--- config.mk ---
export PLATFORM = sky130hd
export DESIGN_NAME = sat_rand_search
export DESIGN_NICKNAME = d
export VERILOG_FILES = /design/src/rtl/sat_search_pkg.sv /design/src/rtl/sat_lfsr.sv /design/src/rtl/sat_clause_eval.sv /design/src/rtl/sat_capture_shift.sv /design/src/rtl/sat_search_ctrl.sv /design/src/rtl/sat_rand_search.sv
export SDC_FILE = /design/constraint.sdc
export NUM_CORES = 1
export LEC_CHECK = 0
export CAP_MARGIN = 0
export CORE_UTILIZATION = 45
export CTS_CLUSTER_DIAMETER = 100
export DETAILED_ROUTE_END_ITERATION = 10
export GPL_ROUTABILITY_DRIVEN = 1
export HOLD_SLACK_MARGIN = 0.08
export PLACE_DENSITY_LB_ADDON = 0.05
export SETUP_SLACK_MARGIN = 0.3
export SLEW_MARGIN = 10
export SYNTH_ARGS = -nofsm -noshare
export SYNTH_HDL_FRONTEND = slang
export SYNTH_SLANG_ARGS = --single-unit
--- constraint.sdc ---
create_clock -name clk -period 2.2 [get_ports clk]
set_clock_uncertainty 0.05 [all_clocks]
set_input_delay 0.22 -clock clk [delete_from_list [all_inputs] [get_ports clk]]
set_output_delay 0.22 -clock clk [all_outputs]
set_load 0.02 [all_outputs]
--- src/rtl/sat_search_pkg.sv ---
package sat_search_pkg;

  localparam int NVARS       = 4;
  localparam int NCLAUSES    = 3;
  localparam int LFSR_MAX_W  = 168;

  typedef logic [NVARS-1:0] cand_t;

  // Positive literal mask of clause c (bit i-1 = x_i).
  function automatic cand_t clause_pos(input int c);
    case (c)
      0:       return 4'b0101;  // x1, x3
      1:       return 4'b1000;  // x4
      2:       return 4'b0010;  // x2
      default: return 4'b0000;
    endcase
  endfunction

  // Negated literal mask of clause c.
  function automatic cand_t clause_neg(input int c);
    case (c)
      0:       return 4'b1000;  // ~x4
      2:       return 4'b0100;  // ~x3
      default: return 4'b0000;
    endcase
  endfunction

  function automatic logic formula_holds(input cand_t v);
    logic ok;
    ok = 1'b1;
    for (int c = 0; c < NCLAUSES; c++) begin
      ok = ok & ((|(v & clause_pos(c))) | (|(~v & clause_neg(c))));
    end
    return ok;
  endfunction

  function automatic logic [LFSR_MAX_W-1:0] tap_set(input int a, input int b,
                                                    input int c, input int d);
    logic [LFSR_MAX_W-1:0] m;
    m = '0;
    if (a > 0) m[a-1] = 1'b1;
    if (b > 0) m[b-1] = 1'b1;
    if (c > 0) m[c-1] = 1'b1;
    if (d > 0) m[d-1] = 1'b1;
    return m;
  endfunction

  // Maximal-length tap positions (1-based) for widths 3..24.
  function automatic logic [LFSR_MAX_W-1:0] lfsr_taps(input int w);
    case (w)
      3:  return tap_set(3, 2, 0, 0);
      4:  return tap_set(4, 3, 0, 0);
      5:  return tap_set(5, 3, 0, 0);
      6:  return tap_set(6, 5, 0, 0);
      7:  return tap_set(7, 6, 0, 0);
      8:  return tap_set(8, 6, 5, 4);
      9:  return tap_set(9, 5, 0, 0);
      10: return tap_set(10, 7, 0, 0);
      11: return tap_set(11, 9, 0, 0);
      12: return tap_set(12, 6, 4, 1);
      13: return tap_set(13, 4, 3, 1);
      14: return tap_set(14, 5, 3, 1);
      15: return tap_set(15, 14, 0, 0);
      16: return tap_set(16, 15, 13, 4);
      17: return tap_set(17, 14, 0, 0);
      18: return tap_set(18, 11, 0, 0);
      19: return tap_set(19, 6, 2, 1);
      20: return tap_set(20, 17, 0, 0);
      21: return tap_set(21, 19, 0, 0);
      22: return tap_set(22, 21, 0, 0);
      23: return tap_set(23, 18, 0, 0);
      24: return tap_set(24, 23, 22, 17);
      default: return tap_set(w, w - 1, 0, 0);
    endcase
  endfunction

endpackage

--- src/rtl/sat_lfsr.sv ---
module sat_lfsr
  import sat_search_pkg::*;
#(
  parameter int              W    = 8,
  parameter logic [W-1:0]    SEED = 1
) (
  input  logic         clk,
  input  logic         rst,
  input  logic         adv,
  output logic [W-1:0] state
);

  localparam logic [W-1:0] TAPS = W'(lfsr_taps(W));

  logic [W-1:0] q;
  logic         fb;

  assign fb    = ^(q & TAPS);
  assign state = q;

  always_ff @(posedge clk) begin
    if (rst)      q <= SEED;
    else if (adv) q <= {q[W-2:0], fb};
  end

endmodule

--- src/rtl/sat_clause_eval.sv ---
module sat_clause_eval
  import sat_search_pkg::*;
(
  input  cand_t                cand,
  output logic [NCLAUSES-1:0]  clause_ok,
  output logic                 f_sat
);

  for (genvar c = 0; c < NCLAUSES; c++) begin : g_clause
    localparam cand_t POS = clause_pos(c);
    localparam cand_t NEG = clause_neg(c);
    assign clause_ok[c] = (|(cand & POS)) | (|(~cand & NEG));
  end

  assign f_sat = &clause_ok;

endmodule

--- src/rtl/sat_capture_shift.sv ---
module sat_capture_shift #(
  parameter int N = 4
) (
  input  logic         clk,
  input  logic         rst,
  input  logic         load_en,
  input  logic         shift_en,
  input  logic [N-1:0] din,
  output logic [N-1:0] word,
  output logic         msb
);

  logic [N-1:0] q;

  always_ff @(posedge clk) begin
    if (rst)           q <= '0;
    else if (load_en)  q <= din;
    else if (shift_en) q <= {q[N-2:0], 1'b0};
  end

  assign word = q;
  assign msb  = q[N-1];

endmodule

--- src/rtl/sat_search_ctrl.sv ---
module sat_search_ctrl #(
  parameter int CNT_W = 32
) (
  input  logic             clk,
  input  logic             rst,
  input  logic             en,
  input  logic             f_sat,
  output logic             found,
  output logic             load_en,
  output logic             shift_en,
  output logic             adv_en,
  output logic [CNT_W-1:0] cnt
);

  logic             found_q;
  logic             detect;
  logic [CNT_W-1:0] cnt_q;

  assign detect   = en & ~found_q & f_sat;
  assign load_en  = en & ~found_q & ~f_sat;
  assign shift_en = en & found_q;
  assign adv_en   = en & ~found_q;

  always_ff @(posedge clk) begin
    if (rst)         found_q <= 1'b0;
    else if (detect) found_q <= 1'b1;
  end

  always_ff @(posedge clk) begin
    if (rst)                            cnt_q <= '0;
    else if (adv_en && (cnt_q != '1))   cnt_q <= cnt_q + CNT_W'(1);
  end

  assign found = found_q;
  assign cnt   = cnt_q;

endmodule

--- src/rtl/sat_rand_search.sv ---
module sat_rand_search
  import sat_search_pkg::*;
#(
  parameter int                 LFSR_W = 8,
  parameter logic [LFSR_W-1:0]  SEED   = 1,
  parameter int                 CNT_W  = 32
) (
  input  logic             clk,
  input  logic             rst,
  input  logic             en,
  output logic             ser_out,
  output logic [3:0]       sol_word,
  output logic             found,
  output logic [CNT_W-1:0] search_cycles
);

  logic [LFSR_W-1:0]   lfsr_q;
  cand_t               cand_q;
  logic [NCLAUSES-1:0] clause_ok;
  logic                f_sat;
  logic                load_en;
  logic                shift_en;
  logic                adv_en;

  sat_lfsr #(.W(LFSR_W), .SEED(SEED)) gen_i (
    .clk   (clk),
    .rst   (rst),
    .adv   (adv_en),
    .state (lfsr_q)
  );

  sat_capture_shift #(.N(NVARS)) cap_i (
    .clk      (clk),
    .rst      (rst),
    .load_en  (load_en),
    .shift_en (shift_en),
    .din      (lfsr_q[NVARS-1:0]),
    .word     (cand_q),
    .msb      (ser_out)
  );

  sat_clause_eval eval_i (
    .cand      (cand_q),
    .clause_ok (clause_ok),
    .f_sat     (f_sat)
  );

  sat_search_ctrl #(.CNT_W(CNT_W)) ctrl_i (
    .clk      (clk),
    .rst      (rst),
    .en       (en),
    .f_sat    (f_sat),
    .found    (found),
    .load_en  (load_en),
    .shift_en (shift_en),
    .adv_en   (adv_en),
    .cnt      (search_cycles)
  );

  assign sol_word = cand_q;

endmodule

# Yosys cells after proc, flatten, opt, wreduce, memory -nomap -nowiden
# Cells that the tools add are included.
# Widths: inputs -> output; s select.
# word_totals
inputBits	3
elab_cells	22
out_inout_bits	38
ff_bits	45
# classes
n_bitwise	9
muxes	2
eq_ne	1
addsub	1
reduce_logical	5
# ops
cell	count
$add 32x1->32 const B	1
$ne 32x32->1 const B	1
$mux 4	2
$reduce_xor 8->1	1
$and 1x1->1	4
$not 4->4	1
$reduce_and 3->1	1
$not 1->1	2
$or 1x1->1	2
$reduce_bool 2->1	1
$reduce_or 2->1	1
$logic_and 1x1->1	1

# Depth between registers and ports, before layout
# logic_depth
word_depth	6
mapped_depth	8
ltp_nobuf	6

# By module
# From an unflattened synthesis, not the netlist that was laid out.
# unflattened
cells_unflattened	264
hier_area_um2	2284.7
# by_module_without_submodules
mod	cells_per_inst	seq_area_each_um2	area_per_inst_um2	instances
sat_search_ctrl	210	660.6	1760.4	1
sat_lfsr	30	160.2	306.5	1
sat_capture_shift	18	80.1	180.2	1
sat_clause_eval	6	0.0	37.5	1

# Worst setup path after synthesis
# Ideal clock, no wire load.
# synth_timing
path_kind	register to register
from	register ctrl_i.cnt_q[0], in the netlist ctrl_i.cnt[0]
to	register ctrl_i.cnt_q[30], in the netlist ctrl_i.cnt[30]
setup_slack_ns	0.137
arrival_time_ns	1.943
required_ns	2.080
setup_ns	0.070
path_buffers	0
path_stages_with_launch	7
synth_period_minus_slack_ns	2.063
path_cell_list	dfxtp_1 ha_1 nand3_1 or2_4 or3_4 or4_1 a21oi_1
# synth_between
elab_chain_len	2
word_cells_on_any_way	3
cone_classes	add/sub (1); eq/ne (1); reduce/logical (1)
# synth_lines
item	line_no	source
start, declared	sat_search_ctrl.sv:17	logic [CNT_W-1:0] cnt_q;
start signal, assigned	sat_search_ctrl.sv:31	else if (adv_en && (cnt_q != '1)) cnt_q <= cnt_q + CNT_W'(1);
branches (longest 2 deep; another with $add 32x1->32)	-	
# Parallel ways; which one is timed is not known.
# A chain may end at the register's enable or synchronous reset.

# Worst setup path in the final report
# layout_timing
from	register ctrl_i.cnt_q[14], in the netlist ctrl_i.cnt[14]
to	register ctrl_i.cnt_q[3], in the netlist ctrl_i.cnt[3]
# layout_between
elab_chain_len	2
# layout_lines
item	line_no
$ne 32x32->1	sat_search_ctrl.sv:31
$logic_and 1x1->1	sat_search_ctrl.sv:31
# Every way passes these cells.

==> metrics.cfg <==
[outcome]
status=completed

[placement]
dpl-instance-area_sq_um=2889
place_hpwl_mm=3.809
io_buffers=40
gp_congestion=0.7827

[synth]
synth-main-ff-cell=dfxtp_1
muxShareOfSynthArea=0.04315
yosys.area_share.simple=0.3263
yosysWarnings=0
yosysUniqueCellTypes=44
synth_xor_xnor_area_share=0.01133
syn_nets=286
synthAdderAreaFrac=0.005394
syn_area_sq_um=2320
synth_edf_count=0
synth_top_family_by_area=simple AND/OR/NAND/NOR gates
syn_inst=282
ys_seq_elements=45
asyncSetResetFlopFracSynth=0
synth.avg_cell_area_sq_um=8.226
synth_compound_area_frac=0.1758
yosysSeqAreaShare=0.3883

[critical_path]
rr_endpoint=ctrl_i.cnt[3]$_SDFFE_PP0P_
worstSetupStartpointType=flip-flop
timing.rr.start=ctrl_i.cnt[14]$_SDFFE_PP0P_
ff2ff_setup_slack_ns=0.24
path_max_fanout=8
reg2regPathDepth=6
path_class=reg -> reg
end_kind=flip-flop
required_ns=2.34
cp.arrival_ns=2.10

[clock_network]
clkLatencyLatePin_ns=0.30
cts-buffers-inserted=5
cts-htree-levels=2
cts_root_buf=clkbuf_8
clk_pin_slew_ns=0.09
hold_buffers=0
cts_buffer_depth=2
tritoncts=yes
clock-sinks=45

[floorplanning]
rows=25
io_pins=41
core_sq_um=4848
dieArea_sq_um=5446
die_w_um=73.80
die_y_um=73.80
initial_core_util=0.4785

[finish]
syn2layout_area_growth_pct=48.06
mostFrequentLayoutCells=clkdlybuf4s50_1 (39), nand2_1 (29), buf_4 (28), a21oi_1 (26), dfxtp_1 (23)
layout_commonest_cell=clkdlybuf4s50_1
multiInputGateArea_sq_um=1555
nFillCells=385
drive_above_1_share=0.3227
diodes=0
nNetsFinal=347
fin_area_sq_um=3435
regArea_sq_um=950.9

[job]
drv_cap=0

[global_routing]
grt_pass1_wl_mm=9.528
grt_max_degree=54
antenna_found_initial=0
grt_pass1_vias=1983
grt_usage=0.2284
grt-ovfl-total=0

[drt]
ant_nets=0
vias_per_cell=5.669
drtPass1Iterations=4
vias=2330
routedWlPerCell_um=15.81
first_iter_violations=185
routed_wl_mm=6.496
route.detailed.drc=0

[hold_path]
min_to=gen_i.state[6]$_SDFFE_PP0P_
worstHoldStart=gen_i.state[6]$_SDFFE_PP0P_
hold_path_class=reg -> reg
min_path_cells=2

[timing]
worst_pin_slew_ns=1.040
hold_violations=0
fmax_mhz=510.5
slew_headroom=0.3070
drv_slew=0
min_period_over_period=0.8904
final-setup-viol-count=0
tns_ns=0
rsz0062_at_grt=yes
finalCriticalPeriod_ns=1.959

[power]
powerDensity_nw_per_um2=489.2
power_mw=1.680
leakage_nw=1.119
ir_drop_v=0.0003760

stage by stage:
stage | setup WS (ns) | util | instances | hold WS, ns
floorplan | 0.2891 | - | 282 | 0.3342
global placement | 0.09877 | 0.5959 | 383 | 0.3948
detailed placement | 0.06780 | 0.5959 | 383 | 0.4015
CTS | 0.2848 | 0.6539 | 399 | 0.4158
global route | 0.1881 | 0.7084 | 411 | 0.4291
finish | 0.2412 | 0.7084 | 411 | 0.4147
state kept, by name, indices dropped and copies added (netlist names):
register,flops
cap_i.word,4
ctrl_i.found,1
gen_i.state,8
ctrl_i.cnt,32
layer usage:
layer	track usage	vias up	routed length (um)
li1	-	1171	-
met3	0.04527	10	401
met2	0.3639	75	2969
met1	0.3128	1074	3031
met4	0.06410	0	93
met5	0	-	0
cell type report:
| type | count | area share |
|---|---|---|
| Clock buffer | 5 | 0.02004 |
| Sequential cell | 45 | 0.2769 |
| Tap cell | 67 | 0.02441 |
| Inverter | 4 | 0.004372 |
| Timing Repair Buffer | 72 | 0.2026 |
| Multi-Input combinational cell | 215 | 0.4528 |
| Clock inverter | 3 | 0.01894 |
kinds of logic (layout without fill, tap and decap cells):
group	Yosys count	after routing
fa+ha+maj	1	1
xor+xnor	3	3
compound gates	67	67
mux	9	9
flops	45	45
buf+inv	22	84
simple gates	135	135
worst max-delay path, cell delays in order, from the launching register on:
cell and delay, ns:
dfxtp_4 0.39, nand4_1 0.18, nor4_4 0.38, and3_4 0.33
buf_12 0.16, nor4b_4 0.05, mux2_4 0.30
cells in the mapped netlist, types with 4 or more instances:
| cell type | n | area (sq um) |
|---|---|---|
| or3_1 | 7 | 43.79 |
| nand2_1 | 33 | 123.9 |
| nor4_1 | 5 | 31.28 |
| clkbuf_1 | 5 | 18.77 |
| dfxtp_1 | 45 | 900.9 |
| or4_1 | 16 | 120.1 |
| buf_2 | 5 | 25.02 |
| mux2_1 | 5 | 56.30 |
| nor2_1 | 24 | 90.09 |
| nand3_1 | 9 | 45.04 |
| a21oi_1 | 33 | 165.2 |
| o21ai_0 | 8 | 40.04 |
| nand4_1 | 11 | 68.82 |
| nor2b_1 | 9 | 56.30 |
| inv_1 | 4 | 15.01 |
| o31ai_1 | 16 | 120.1 |
where the power goes:
part / leakage, nW / internal (mW) / switching [mW]
sequential: 0.378 / 0.815 / 0.0119
combinational: 0.673 / 0.0445 / 0.0649
clock: 0.0681 / 0.451 / 0.292
total: 1.12 / 1.31 / 0.369
how the worst max path moves through the flow:
stage | start | end | slack [ns] | depth (start not counted)
after global routing | ctrl_i.cnt[14]$_SDFFE_PP0P_ | ctrl_i.cnt[22]$_SDFFE_PP0P_ | 0.19 | 6
after CTS | ctrl_i.cnt[8]$_SDFFE_PP0P_ | ctrl_i.cnt[11]$_SDFFE_PP0P_ | 0.28 | 6
after floorplan | ctrl_i.cnt[0]$_SDFFE_PP0P_ | ctrl_i.cnt[30]$_SDFFE_PP0P_ | 0.29 | 6
after detailed placement | en | ctrl_i.cnt[23]$_SDFFE_PP0P_ | 0.07 | 7
after global placement | en | ctrl_i.cnt[23]$_SDFFE_PP0P_ | 0.1 | 7
final | ctrl_i.cnt[14]$_SDFFE_PP0P_ | ctrl_i.cnt[3]$_SDFFE_PP0P_ | 0.24 | 6
repair_timing:
item / in CTS / in global routing
pin swaps: 4 / 21
setup buffers: 8 / 10
endpoints found under the setup margin: 26 / 28
resized for setup: 16 / 40
gates cloned: 0 / 2
Note: power is estimated with default switching activity, not from simulation.
